## src/rtl/lj_pkg.sv

```systemverilog
package lj_pkg;
  localparam int SAMPLE_W  = 20;  // bits per channel sample
  localparam int DIV_LOG2  = 2;   // master clocks per bit clock = 2**DIV_LOG2
  localparam int SLOT_LOG2 = 5;   // bit clocks per half frame = 2**SLOT_LOG2
endpackage

```

## src/rtl/lj_clkgen.sv

```systemverilog
module lj_clkgen #(
  parameter int DIV_LOG2  = lj_pkg::DIV_LOG2,
  parameter int SLOT_LOG2 = lj_pkg::SLOT_LOG2
) (
  input  logic                 clk_i,
  input  logic                 rst_ni,
  output logic                 bclk_o,
  output logic                 ws_o,
  output logic                 frame_last_o,
  output logic                 tx_step_o,
  output logic                 rx_step_o,
  output logic [SLOT_LOG2-1:0] cur_bit_o,
  output logic                 cur_half_o,
  output logic [SLOT_LOG2-1:0] nxt_bit_o,
  output logic                 nxt_half_o
);
  localparam int CNT_W   = DIV_LOG2 + SLOT_LOG2 + 1;
  localparam int FALL_PH = (1 << DIV_LOG2) / 2 - 1;

  logic [CNT_W-1:0] cnt_q, cnt_nxt;

  assign cnt_nxt = cnt_q + CNT_W'(1);

  // reset to all ones: ws high, next edge opens a left half
  always_ff @(posedge clk_i or negedge rst_ni) begin
    if (!rst_ni) cnt_q <= '1;
    else         cnt_q <= cnt_nxt;
  end

  assign bclk_o       = ~cnt_q[DIV_LOG2-1];
  assign ws_o         = cnt_q[CNT_W-1];
  assign frame_last_o = rst_ni & (&cnt_q);
  assign tx_step_o    = &cnt_q[DIV_LOG2-1:0];
  assign rx_step_o    = cnt_q[DIV_LOG2-1:0] == DIV_LOG2'(FALL_PH);
  assign cur_bit_o    = cnt_q[DIV_LOG2 +: SLOT_LOG2];
  assign cur_half_o   = cnt_q[CNT_W-1];
  assign nxt_bit_o    = cnt_nxt[DIV_LOG2 +: SLOT_LOG2];
  assign nxt_half_o   = cnt_nxt[CNT_W-1];

  p_bclk_high_r1: assert property (@(posedge clk_i) disable iff (!rst_ni)
    $rose(bclk_o) |=> bclk_o);
  p_bclk_low_r1: assert property (@(posedge clk_i) disable iff (!rst_ni)
    $fell(bclk_o) |=> !bclk_o);
  p_ws_on_rise_r2: assert property (@(posedge clk_i) disable iff (!rst_ni)
    (ws_o != $past(ws_o)) |-> $rose(bclk_o));
  p_frame_start_r2: assert property (@(posedge clk_i) disable iff (!rst_ni)
    frame_last_o |=> (!ws_o && cur_bit_o == '0));
endmodule

```

## src/rtl/lj_tx.sv

```systemverilog
module lj_tx #(
  parameter int SAMPLE_W  = lj_pkg::SAMPLE_W,
  parameter int SLOT_LOG2 = lj_pkg::SLOT_LOG2
) (
  input  logic                 clk_i,
  input  logic                 rst_ni,
  input  logic                 frame_last_i,
  input  logic                 tx_step_i,
  input  logic [SLOT_LOG2-1:0] cur_bit_i,
  input  logic [SLOT_LOG2-1:0] nxt_bit_i,
  input  logic                 nxt_half_i,
  input  logic                 pb_valid_i,
  input  logic [SAMPLE_W-1:0]  pb_left_i,
  input  logic [SAMPLE_W-1:0]  pb_right_i,
  output logic                 pb_ready_o,
  output logic                 underrun_o,
  output logic                 sdo_o
);
  localparam logic [SLOT_LOG2-1:0] DATA_SLOTS = SLOT_LOG2'(SAMPLE_W);

  logic [SAMPLE_W-1:0] right_q, sh_q, load_word;
  logic                sdo_q, und_q;

  assign pb_ready_o = frame_last_i;

  // left word only starts at the frame_last edge, so it comes straight from the port
  assign load_word = nxt_half_i ? right_q : (pb_valid_i ? pb_left_i : '0);

  always_ff @(posedge clk_i or negedge rst_ni) begin
    if (!rst_ni) begin
      right_q <= '0;
      sh_q    <= '0;
      sdo_q   <= 1'b0;
      und_q   <= 1'b0;
    end else begin
      und_q <= frame_last_i & ~pb_valid_i;
      if (frame_last_i) right_q <= pb_valid_i ? pb_right_i : '0;
      if (tx_step_i) begin
        if (nxt_bit_i == '0) begin
          sdo_q <= load_word[SAMPLE_W-1];
          sh_q  <= {load_word[SAMPLE_W-2:0], 1'b0};
        end else if (nxt_bit_i < DATA_SLOTS) begin
          sdo_q <= sh_q[SAMPLE_W-1];
          sh_q  <= {sh_q[SAMPLE_W-2:0], 1'b0};
        end else begin
          sdo_q <= 1'b0;
        end
      end
    end
  end

  assign sdo_o      = sdo_q;
  assign underrun_o = und_q;

  p_sdo_tail_r5: assert property (@(posedge clk_i) disable iff (!rst_ni)
    (cur_bit_i >= DATA_SLOTS) |-> !sdo_o);
  p_underrun_silent_r7: assert property (@(posedge clk_i) disable iff (!rst_ni)
    underrun_o |-> !sdo_o);
  p_underrun_pulse_r7: assert property (@(posedge clk_i) disable iff (!rst_ni)
    underrun_o |=> !underrun_o);
  p_ready_single_r6: assert property (@(posedge clk_i) disable iff (!rst_ni)
    pb_ready_o |=> !pb_ready_o);
endmodule

```

## src/rtl/lj_rx.sv

```systemverilog
module lj_rx #(
  parameter int SAMPLE_W  = lj_pkg::SAMPLE_W,
  parameter int SLOT_LOG2 = lj_pkg::SLOT_LOG2
) (
  input  logic                 clk_i,
  input  logic                 rst_ni,
  input  logic                 frame_last_i,
  input  logic                 rx_step_i,
  input  logic [SLOT_LOG2-1:0] cur_bit_i,
  input  logic                 cur_half_i,
  input  logic                 sdi_i,
  input  logic                 cap_ready_i,
  output logic                 cap_valid_o,
  output logic [SAMPLE_W-1:0]  cap_left_o,
  output logic [SAMPLE_W-1:0]  cap_right_o,
  output logic                 overrun_o
);
  localparam logic [SLOT_LOG2-1:0] DATA_SLOTS = SLOT_LOG2'(SAMPLE_W);

  logic [SAMPLE_W-1:0] rx_l_q, rx_r_q, cap_l_q, cap_r_q;
  logic                run_q, valid_q, ovr_q, publish, take_bit;

  assign publish  = frame_last_i & run_q;
  assign take_bit = rx_step_i & (cur_bit_i < DATA_SLOTS);

  always_ff @(posedge clk_i or negedge rst_ni) begin
    if (!rst_ni) begin
      run_q   <= 1'b0;
      rx_l_q  <= '0;
      rx_r_q  <= '0;
      cap_l_q <= '0;
      cap_r_q <= '0;
      valid_q <= 1'b0;
      ovr_q   <= 1'b0;
    end else begin
      if (frame_last_i) run_q <= 1'b1;
      if (take_bit) begin
        if (cur_half_i) rx_r_q <= {rx_r_q[SAMPLE_W-2:0], sdi_i};
        else            rx_l_q <= {rx_l_q[SAMPLE_W-2:0], sdi_i};
      end
      ovr_q <= publish & valid_q & ~cap_ready_i;
      if (publish) begin
        valid_q <= 1'b1;
        cap_l_q <= rx_l_q;
        cap_r_q <= rx_r_q;
      end else if (cap_ready_i) begin
        valid_q <= 1'b0;
      end
    end
  end

  assign cap_valid_o = valid_q;
  assign cap_left_o  = cap_l_q;
  assign cap_right_o = cap_r_q;
  assign overrun_o   = ovr_q;

  p_overrun_valid_r11: assert property (@(posedge clk_i) disable iff (!rst_ni)
    overrun_o |-> cap_valid_o);
  p_overrun_pulse_r11: assert property (@(posedge clk_i) disable iff (!rst_ni)
    overrun_o |=> !overrun_o);
  p_hold_pair_r10: assert property (@(posedge clk_i) disable iff (!rst_ni)
    (cap_valid_o && !cap_ready_i && !frame_last_i) |=>
      (cap_valid_o && $stable(cap_left_o) && $stable(cap_right_o)));
endmodule

```

## src/rtl/lj_audio_master.sv

```systemverilog
module lj_audio_master #(
  parameter int SAMPLE_W  = lj_pkg::SAMPLE_W,
  parameter int DIV_LOG2  = lj_pkg::DIV_LOG2,
  parameter int SLOT_LOG2 = lj_pkg::SLOT_LOG2
) (
  input  logic                clk_i,
  input  logic                rst_ni,
  output logic                bclk_o,
  output logic                ws_o,
  output logic                sdo_o,
  input  logic                sdi_i,
  input  logic                pb_valid_i,
  output logic                pb_ready_o,
  input  logic [SAMPLE_W-1:0] pb_left_i,
  input  logic [SAMPLE_W-1:0] pb_right_i,
  output logic                underrun_o,
  output logic                cap_valid_o,
  input  logic                cap_ready_i,
  output logic [SAMPLE_W-1:0] cap_left_o,
  output logic [SAMPLE_W-1:0] cap_right_o,
  output logic                overrun_o
);
  logic                 frame_last, tx_step, rx_step, cur_half, nxt_half;
  logic [SLOT_LOG2-1:0] cur_bit, nxt_bit;

  lj_clkgen #(.DIV_LOG2(DIV_LOG2), .SLOT_LOG2(SLOT_LOG2)) u_clkgen (
    .clk_i, .rst_ni, .bclk_o, .ws_o,
    .frame_last_o(frame_last), .tx_step_o(tx_step), .rx_step_o(rx_step),
    .cur_bit_o(cur_bit), .cur_half_o(cur_half),
    .nxt_bit_o(nxt_bit), .nxt_half_o(nxt_half)
  );

  lj_tx #(.SAMPLE_W(SAMPLE_W), .SLOT_LOG2(SLOT_LOG2)) u_tx (
    .clk_i, .rst_ni, .frame_last_i(frame_last), .tx_step_i(tx_step),
    .cur_bit_i(cur_bit), .nxt_bit_i(nxt_bit), .nxt_half_i(nxt_half),
    .pb_valid_i, .pb_left_i, .pb_right_i, .pb_ready_o, .underrun_o, .sdo_o
  );

  lj_rx #(.SAMPLE_W(SAMPLE_W), .SLOT_LOG2(SLOT_LOG2)) u_rx (
    .clk_i, .rst_ni, .frame_last_i(frame_last), .rx_step_i(rx_step),
    .cur_bit_i(cur_bit), .cur_half_i(cur_half), .sdi_i, .cap_ready_i,
    .cap_valid_o, .cap_left_o, .cap_right_o, .overrun_o
  );

  p_reset_idle_r3: assert property (@(posedge clk_i) disable iff (!rst_ni)
    $rose(rst_ni) |-> (!cap_valid_o && !sdo_o));
endmodule

```

## config.mk

```make
export PLATFORM = sky130hd
export DESIGN_NAME = lj_audio_master
export DESIGN_NICKNAME = d
export VERILOG_FILES = /design/src/rtl/lj_pkg.sv /design/src/rtl/lj_clkgen.sv /design/src/rtl/lj_tx.sv /design/src/rtl/lj_rx.sv /design/src/rtl/lj_audio_master.sv
export SDC_FILE = /design/constraint.sdc
export NUM_CORES = 1
export LEC_CHECK = 0
export BUFFER_PORTS_ARGS = -buffer_cell sky130_fd_sc_hd__buf_2
export CAP_MARGIN = 15
export CORE_UTILIZATION = 57
export CTS_BUF_LIST = sky130_fd_sc_hd__clkbuf_8
export DETAILED_ROUTE_END_ITERATION = 8
export HOLD_SLACK_MARGIN = 0.05
export PLACE_DENSITY = 0.8
export SYNTH_ARGS = -nofsm -noshare
export SYNTH_HDL_FRONTEND = slang
export SYNTH_HIERARCHICAL = 1
export SYNTH_SLANG_ARGS = --single-unit
```

## constraint.sdc

```tcl
create_clock -name clk_i -period 4.45 [get_ports clk_i]
set_input_delay 0.89 -clock clk_i [delete_from_list [all_inputs] [get_ports clk_i]]
set_output_delay 0.89 -clock clk_i [all_outputs]
set_load 0.02 [all_outputs]
```

==> results.py, run 1 <==
metrics = {
    "timing": {
        "tightest_slew_ns": 0.987,
        "slew_viol_final": 0,
        "min_period_ns": 3.20,
        "setup_viol": 0,
        "clock_skew_ns": 0.0111,
        "period_share": 0.720,
        "tns_ns": 0,
        "timing.hold.ws_ns": 0.479,
        "finalHoldViolations": 0,
        "rsz0062_at_grt": "false",
        "relSlewSlack": 0.340,
        "fmax_mhz": 312,
    },
    "floorplan": {
        "initial_core_util": 0.597,
        "io_pins": 92,
        "die_h_um": 104,
        "die_area_um2": 10800,
        "die_w_um": 104,
        "coreArea_um2": 9950,
        "num_rows": 36,
    },
    "clocking": {
        "cts_buffers": 17,
        "clockBufferDepth": 2,
        "cts.sinks": 132,
        "cts_root_buf": "clkbuf_8",
        "cts_resized": 0,
        "htreeDepth": 4,
        "clk_pin_slew_ns": 0.07,
        "postCtsSetupRepairBufs": 0,
        "ctsHoldBuffers": 0,
        "tritoncts": "yes",
        "clkLatencyLatePin_ns": 0.44,
    },
    "routing": {
        "routed_via_density": 5.85,
        "wl_per_cell_um": 17.8,
        "drt_wl_total_mm": 12.0,
        "final_antenna_net_count": 0,
        "num_vias": 3956,
        "drt_iter0_markers": 274,
        "dr.pass1.iters": 5,
        "drc": 0,
    },
    "critical_path": {
        "crit_type": "reg -> reg",
        "worstPathRequired_ns": 4.73,
        "path_max_fanout": 39,
        "end_kind": "flop",
        "arrival_ns": 3.49,
        "start_kind": "flop",
        "reg2reg_depth": 9,
    },
    "grt": {
        "grt_util_met3": 0.0564,
        "grt_max_degree": 75,
        "busiest_layer": "met2",
        "grt_use_met2": 0.372,
        "globalRouteMet1Util": 0.325,
        "antenna_found_initial": 0,
        "track_usage": 0.240,
        "overflow": 0,
        "grt_pass1_wl_mm": 20.2,
        "grt_pass1_vias": 3981,
    },
    "finish": {
        "finalNetCount": 578,
        "layout-drive-gt1-share": 0.420,
        "antenna_cells": 0,
        "syn2layout_area_growth_pct": 13.4,
    },
    "placed_design": {
        "port_buffers": 91,
        "gp_congestion": 0.848,
        "place_hpwl_mm": 8.04,
    },
    "pwr": {
        "ir_worst_vdd_v": 0.000213,
        "leakage_nw": 3.41,
        "p_per_area_nw_per_um2": 326,
    },
    "worst_hold_path": {
        "min_path_type": "reg -> reg",
        "hold_path_depth": 1,
    },
    "synthesis": {
        "avgSynthCellArea_um2": 13.1,
        "netlist_instances": 453,
        "yosysWarningCount": 6,
        "syn_area_um2": 5940,
        "synthesis.nets": 500,
    },
    "job": {
        "maxCapViolCount": 0,
    },
    "outcome": {
        "outcome": "complete, no violations",
    },
}
[stage by stage]
stage / instances / area [um2] / setup slack (ns) / util / total power [mW]
final: 676 / 6740 / 1.25 / 0.677 / 2.20
after global routing: 676 / 6740 / 0.987 / 0.677 / 2.29
after CTS: 676 / 6740 / 1.25 / 0.677 / 2.22
after detailed placement: 645 / 6380 / 1.30 / 0.641 / 1.31
after global placement: 645 / 6380 / 1.47 / 0.641 / 1.30
after floorplan: 453 / 5940 / 2.05 / - / 1.25
[worst paths after layout]
kind / from / end / slack [ns]
worst max register to register: u_clkgen/cnt_q[0]$_DFF_PN1_ / u_tx/sh_q[2]$_DFFE_PN0P_ / 1.25
max in group asynchronous: rst_ni / u_tx/sh_q[3]$_DFFE_PN0P_ / 2.44
worst min register to register: u_clkgen/cnt_q[0]$_DFF_PN1_ / u_clkgen/cnt_q[0]$_DFF_PN1_ / 0.48
worst max-delay path: u_clkgen/cnt_q[0]$_DFF_PN1_ / u_tx/sh_q[2]$_DFFE_PN0P_ / 1.25
min in group asynchronous: rst_ni / u_tx/right_q[2]$_DFFE_PN0P_ / 0.63
worst min-delay path: u_clkgen/cnt_q[0]$_DFF_PN1_ / u_clkgen/cnt_q[0]$_DFF_PN1_ / 0.48
[layout by cell type, fill, tap and decap left out, types with 3 or more instances in the layout]
cell type	n
clkbuf_8	18
a22oi_1	17
nor2_1	5
dfrtp_1	124
a32oi_1	17
inv_1	26
mux2_2	40
buf_4	10
a21oi_1	20
o21ai_0	21
buf_2	90
xor2_1	3
clkinvlp_4	4
and3b_1	19
mux2_4	40
nand3_1	21
dfstp_2	8
nand2_1	6
o221ai_1	18
[cell type report]
class	count	area, um2
Clock inverter	13	113
Clock buffer	18	248
Inverter	25	93.8
Timing Repair Buffer	100	526
Tap cell	133	166
Fill cell	750	3220
Sequential cell	132	3310
Multi-Input combinational cell	255	2280
[routing by layer]
| metal | vias up | share of wire |
|---|---|---|
| li1 | 1804 | - |
| met3 | 24 | 0.057 |
| met1 | 1984 | 0.45 |
| met2 | 144 | 0.47 |
| met4 | 0 | 0.021 |
| met5 | - | 0 |
[sequential cells by signal, summed over array words and instances (netlist names)]
register / cells
u_rx/rx_r_q: 20
u_tx/underrun_o: 1
u_rx/cap_right_o: 20
u_rx/run_q: 1
u_rx/rx_l_q: 20
u_clkgen/cnt_q: 8
u_tx/sdo_o: 1
u_tx/right_q: 20
u_rx/overrun_o: 1
u_rx/cap_valid_o: 1
u_rx/cap_left_o: 20
u_tx/sh_q: 19
[power by group]
part	internal, mW	total (mW)	switching, mW
clock	0.450	0.918	0.467
sequential	1.21	1.21	0.00602
combinational	0.0287	0.0701	0.0414
total	1.69	2.20	0.515
[critical path, stage by stage, from the launching register on]
cell	delay, ns
dfstp_2	0.58
ha_1	0.16
buf_4	0.25
nand3_1	0.16
nor2_1	0.21
xor2_2	0.15
buf_4	0.32
or3_4	0.32
nand2b_1	0.62
o221ai_1	0.24
No activity file was read; power rests on OpenSTA's default activity.
==> run 2: changes to the inputs <==
Settings changed: CORE_UTILIZATION 57 to 53, PLACE_DENSITY 0.8 to 0.78.
Clock period 4.45 ns to 2.7 ns, I/O delays scaled along.
==> run 2 against run 1 <==
  * Count of clock-buffer cells in the layout unchanged
  * Critical path depth fell by 4
  * Register-to-register slack worse by 1.0 ns
  * Sequential power rose by 65%
  * Clock skew is 0.0030 ns lower
  * Largest cell class unchanged
==> results.py, run 2 (synthesis gave the netlist of run 1 again) <==
metrics = {
    "finish": {
        "syn2layout_area_growth_pct": 14.5,
        "antenna_cells": 0,
        "nFillCells": 839,
        "layout-drive-gt1-share": 0.424,
        "regArea_um2": 3310,
        "finalNetCount": 581,
        "final_cell_mix": "124 x dfrtp_1, 90 x buf_2, 40 x mux2_4, 40 x mux2_2, 26 x inv_1",
        "layout_commonest_cell": "dfrtp_1",
        "multi_input_area_um2": 2290,
        "instances_no_fill": 685,
    },
    "clocking": {
        "clockBufferDepth": 2,
        "tritoncts": "yes",
        "cts.sinks": 132,
        "cts_buffers": 17,
        "cts_root_buf": "clkbuf_8",
        "htreeDepth": 4,
        "clkLatencyLatePin_ns": 0.43,
        "clk_pin_slew_ns": 0.07,
        "ctsHoldBuffers": 0,
    },
    "placed_design": {
        "place_hpwl_mm": 7.34,
        "port_buffers": 91,
        "dp_slack_ns": -0.0532,
        "gp_congestion": 0.839,
        "placed_cells": 653,
    },
    "routing": {
        "num_vias": 3827,
        "routed_via_density": 5.59,
        "final_antenna_net_count": 0,
        "wl_per_cell_um": 16.2,
        "drc": 0,
        "drt_iter0_markers": 233,
        "dr.pass1.iters": 4,
        "drt_wl_total_mm": 11.1,
    },
    "grt": {
        "antenna_found_initial": 0,
        "grt_pass1_vias": 3794,
        "grt_max_degree": 75,
        "grt_pass1_wl_mm": 18.2,
        "track_usage": 0.202,
        "overflow": 0,
    },
    "critical_path": {
        "arrival_ns": 2.02,
        "crit_type": "reg -> out",
        "crit_family": "flip-flops",
        "worstPathRequired_ns": 2.16,
        "end_kind": "primary output",
        "rr_startpoint": "u_clkgen/cnt_q[0]$_DFF_PN1_",
        "crit_path_max_incr_delay_ns": 0.57,
        "crit_path_top_delay_cell": "dfstp_2",
        "crit_path_cell_trace": "ha_1, buf_4, nand4_1, nor2_4, buf_2",
        "reg2reg_depth": 6,
        "timing.reg2reg.setup_slack_ns": 0.24,
        "reg2reg_to": "u_tx/sh_q[19]$_DFFE_PN0P_",
        "path_max_fanout": 25,
        "start_kind": "flop",
        "path_buf_inv": 2,
    },
    "worst_hold_path": {
        "min_path_type": "in -> async",
    },
    "floorplan": {
        "coreArea_um2": 10900,
        "die_area_um2": 11600,
        "initial_core_util": 0.546,
        "io_pins": 92,
        "die_w_um": 108,
        "die_h_um": 108,
        "num_rows": 38,
    },
    "pwr": {
        "leakage_nw": 3.45,
        "p_per_area_nw_per_um2": 551,
        "total_power_mw": 3.75,
        "ir_worst_vdd_v": 0.000248,
    },
    "timing": {
        "period_share": 0.948,
        "setup_viol": 0,
        "timing.hold.ws_ns": 0.295,
        "slew_viol_final": 0,
        "clock_skew_ns": 0.00814,
        "relSlewSlack": 0.380,
        "rsz0062_at_grt": "false",
        "finalHoldViolations": 0,
        "fmax_mhz": 391,
        "tightest_slew_ns": 0.930,
        "setup_ws_ns": 0.141,
        "min_period_ns": 2.56,
    },
    "outcome": {
        "outcome": "complete, no violations",
    },
    "job": {
        "maxCapViolCount": 0,
    },
}
==> run 2: what timing repair did <==
item                                    in CTS  in global routing
gates cloned                                 0                  0
setup buffers                                0                  1
pin swaps                                    0                  1
endpoints found under the setup margin      18                  3
gates resized for setup                      1                  1
==> run 2: layout make-up <==
class	instances	share of cell area
clock buffers	18	0.0364
well taps	140	0.0257
repair buffers	103	0.0805
inverters	25	0.0138
flip-flops and latches	132	0.487
clock inverters	12	0.0208
multi-input cells	255	0.336
==> run 2: where the power goes <==
group          internal [mW]  leakage, nW  switching [mW]  total [mW]
clock                  0.914        0.203           0.724        1.64
sequential              1.99         1.64         0.00918        2.00
combinational         0.0473         1.60          0.0665       0.114
==> run 2: worst max path at each step <==
stage / start / end / cells after the start
4_1_cts: u_clkgen/cnt_q[0]$_DFF_PN1_ / pb_ready_o / 5
6_report: u_clkgen/cnt_q[0]$_DFF_PN1_ / pb_ready_o / 5
2_1_floorplan: u_clkgen/cnt_q[0]$_DFF_PN1_ / u_tx/sh_q[18]$_DFFE_PN0P_ / 9
3_5_place_dp: u_clkgen/cnt_q[0]$_DFF_PN1_ / u_tx/sh_q[19]$_DFFE_PN0P_ / 6
3_3_place_gp: u_clkgen/cnt_q[0]$_DFF_PN1_ / u_tx/sh_q[15]$_DFFE_PN0P_ / 6
5_1_grt: u_clkgen/cnt_q[0]$_DFF_PN1_ / pb_ready_o / 5
==> run 2: per-stage QoR <==
| stage | TNS (ns) | instance area [um2] | utilization |
|---|---|---|---|
| 6_report | 0 | 6810 | 0.625 |
| 4_1_cts | 0 | 6790 | 0.623 |
| 2_1_floorplan | 0 | 5940 | - |
| 3_5_place_dp | -0.540 | 6390 | 0.587 |
| 3_3_place_gp | 0 | 6390 | 0.587 |
| 5_1_grt | 0 | 6810 | 0.625 |
==> run 2: layer usage <==
metal,global-route usage,part of all wire,up-vias
met3,0.0472,0.056,15
met4,0.0763,0.012,0
met2,0.292,0.44,128
met1,0.294,0.49,1873
met5,0,0,-
li1,-,-,1811
==> run 3: changes to the inputs <==
Settings changed: BUFFER_PORTS_ARGS -buffer_cell sky130_fd_sc_hd__buf_2 to default, CORE_UTILIZATION 53 to 57, DONT_BUFFER_PORTS from default to 1, PLACE_DENSITY 0.78 to 0.75.
==> run 3 against run 2 <==
  * The flow now finishes with violations (negative hold slack)
  * Worst hold slack worse by 0.48 ns
  * Total power decreased by 3.8%
  * Highest routed layer unchanged
  * Wire length is 1.6% higher
==> results.py, run 3 (synthesis gave the netlist of run 1 again) <==
metrics = {
    "pwr": {
        "combPwrFrac": 0.010,
        "ir_worst_vdd_v": 0.000413,
        "power_switching_mw": 0.842,
        "power_frac_clock": 0.436,
        "p_seq_frac": 0.554,
        "leakage_nw": 3.02,
        "switching_share": 0.233,
        "cell_internal_pwr_mw": 2.76,
        "p_per_area_nw_per_um2": 567,
        "total_power_mw": 3.61,
    },
    "critical_path": {
        "end_kind": "primary output",
        "crit_type": "reg -> out",
        "path_max_fanout": 43,
        "start_kind": "flop",
        "timing.reg2reg.setup_slack_ns": 0.25,
        "arrival_ns": 1.98,
        "worstPathRequired_ns": 2.16,
    },
    "finish": {
        "instances_no_fill": 590,
        "finalNetCount": 492,
        "postLayoutCoreUtil": 0.639,
        "postLayoutCellArea_um2": 6360,
        "nFillCells": 756,
        "multi_input_area_um2": 2290,
        "layout-drive-gt1-share": 0.317,
        "antenna_cells": 0,
        "syn2layout_area_growth_pct": 7.01,
        "regArea_um2": 3310,
        "final_cell_mix": "124 x dfrtp_1, 40 x mux2_4, 40 x mux2_2",
        "layout_commonest_cell": "dfrtp_1",
    },
    "timing": {
        "fmax_mhz": 397,
        "finalHoldViolations": 125,
        "rsz0062_at_grt": "false",
        "tns_ns": 0,
        "relSlewSlack": 0.698,
        "clock_skew_ns": 0.0152,
        "tightest_slew_ns": 0.452,
        "period_share": 0.933,
        "timing.hold.ws_ns": -0.182,
        "min_period_ns": 2.52,
        "slew_viol_final": 0,
        "setup_viol": 0,
    },
    "placed_design": {
        "port_buffers": 0,
        "placed_cells": 556,
        "place_hpwl_mm": 7.30,
        "gp_congestion": 0.853,
        "placed_area_um2": 5950,
    },
    "routing": {
        "final_antenna_net_count": 0,
        "dr.pass1.iters": 4,
        "wl_met1_mm": 4.94,
        "wl_per_cell_um": 19.1,
        "drt_wl_total_mm": 11.3,
        "route.met2.wl_mm": 5.43,
        "dr_wl_met3_um": 803,
        "num_vias": 3556,
        "routed_via_density": 6.03,
        "drt_iter0_markers": 186,
        "drc": 0,
        "top_layer_used": "met4",
    },
    "clocking": {
        "clockBufferDepth": 2,
        "htreeDepth": 4,
        "clk_pin_slew_ns": 0.07,
        "cts_root_buf": "clkbuf_8",
        "clkLatencyLatePin_ns": 0.43,
        "tritoncts": "yes",
        "cts_buffers": 17,
        "cts.sinks": 132,
    },
    "worst_hold_path": {
        "min_path_type": "in -> async",
    },
    "floorplan": {
        "coreArea_um2": 9950,
        "die_h_um": 104,
        "initial_core_util": 0.597,
        "die_area_um2": 10800,
        "io_pins": 92,
        "num_rows": 36,
        "die_w_um": 104,
    },
    "outcome": {
        "violations": "negative hold slack",
        "outcome": "complete, but fails checks",
    },
    "grt": {
        "grt_pass1_vias": 3533,
        "grt_max_degree": 134,
        "grt_pass1_wl_mm": 18.2,
        "overflow": 0,
        "antenna_found_initial": 0,
        "track_usage": 0.218,
    },
    "job": {
        "maxCapViolCount": 0,
    },
}
## run 3: cell count changes in the layout (fill, tap and decap cells not counted), sizes merged
cell,delta
clkinvlp,+1
clkinv,-3
buf,-89
bufinv,-2
inv,+6
clkbuf,-1
## run 3: per-layer routing
layer	vias up	track usage
met4	0	0.0684
met5	-	0
met3	9	0.0689
li1	1635	-
met2	132	0.340
met1	1780	0.291
## run 3: final cells by class
class | count | share of cell area
Clock buffer | 17 | 0.0368
Multi-Input combinational cell | 255 | 0.360
Sequential cell | 132 | 0.521
Clock inverter | 14 | 0.0226
Timing Repair Buffer | 14 | 0.0191
Tap cell | 133 | 0.0262
Inverter | 25 | 0.0148
## run 3: worst paths after layout
check                                            start                           to  cells past startpoint
min reg2reg                u_clkgen/cnt_q[0]$_DFF_PN1_  u_clkgen/cnt_q[0]$_DFF_PN1_                      1
min in group clk_i                          pb_valid_i    u_tx/underrun_o$_DFF_PN0_                      1
min                                             rst_ni     u_rx/overrun_o$_DFF_PN0_                      0
max reg2reg                u_clkgen/cnt_q[0]$_DFF_PN1_     u_tx/sh_q[6]$_DFFE_PN0P_                      7
max                        u_clkgen/cnt_q[0]$_DFF_PN1_                   pb_ready_o                      5
max in group asynchronous                       rst_ni  u_clkgen/cnt_q[4]$_DFF_PN1_                      0
## run 3: critical path, stage by stage (launching register included)
cell and delay [ns]:
dfstp_2 0.57, ha_1 0.19, buf_4 0.19, nand4_1 0.16
nor2_4 0.14, buf_6 0.31
## run 3: stage by stage
step | hold WS [ns] | worst slack [ns]
after floorplan | 0.244 | 0.301
after global placement | 0.251 | 0.0362
after detailed placement | 0.249 | -0.0709
after CTS | -0.222 | 0.0548
after global routing | -0.218 | 0.0198
final | -0.182 | 0.182
## run 3: power by group through the flow
| stage | Sequential, mW | Combinational [mW] | Clock (mW) |
|---|---|---|---|
| 4_1_cts | 2.00 | 0.0358 | 1.62 |
| 2_1_floorplan | 2.03 | 0.0345 | 0 |
| 5_1_grt | 2.00 | 0.0407 | 1.70 |
| 3_3_place_gp | 2.03 | 0.0345 | 0 |
| 6_report | 2.00 | 0.0371 | 1.57 |
| 3_5_place_dp | 2.03 | 0.0355 | 0 |
## run 3: timing repair
action | 4_1_cts | 5_1_grt
endpoints found under the setup margin | 18 | 20
hold endpoints to repair | 132 | 132
gates resized for setup | 1 | 1
pin swaps | 0 | 1
cloned | 0 | 0
buffers inserted | 0 | 2
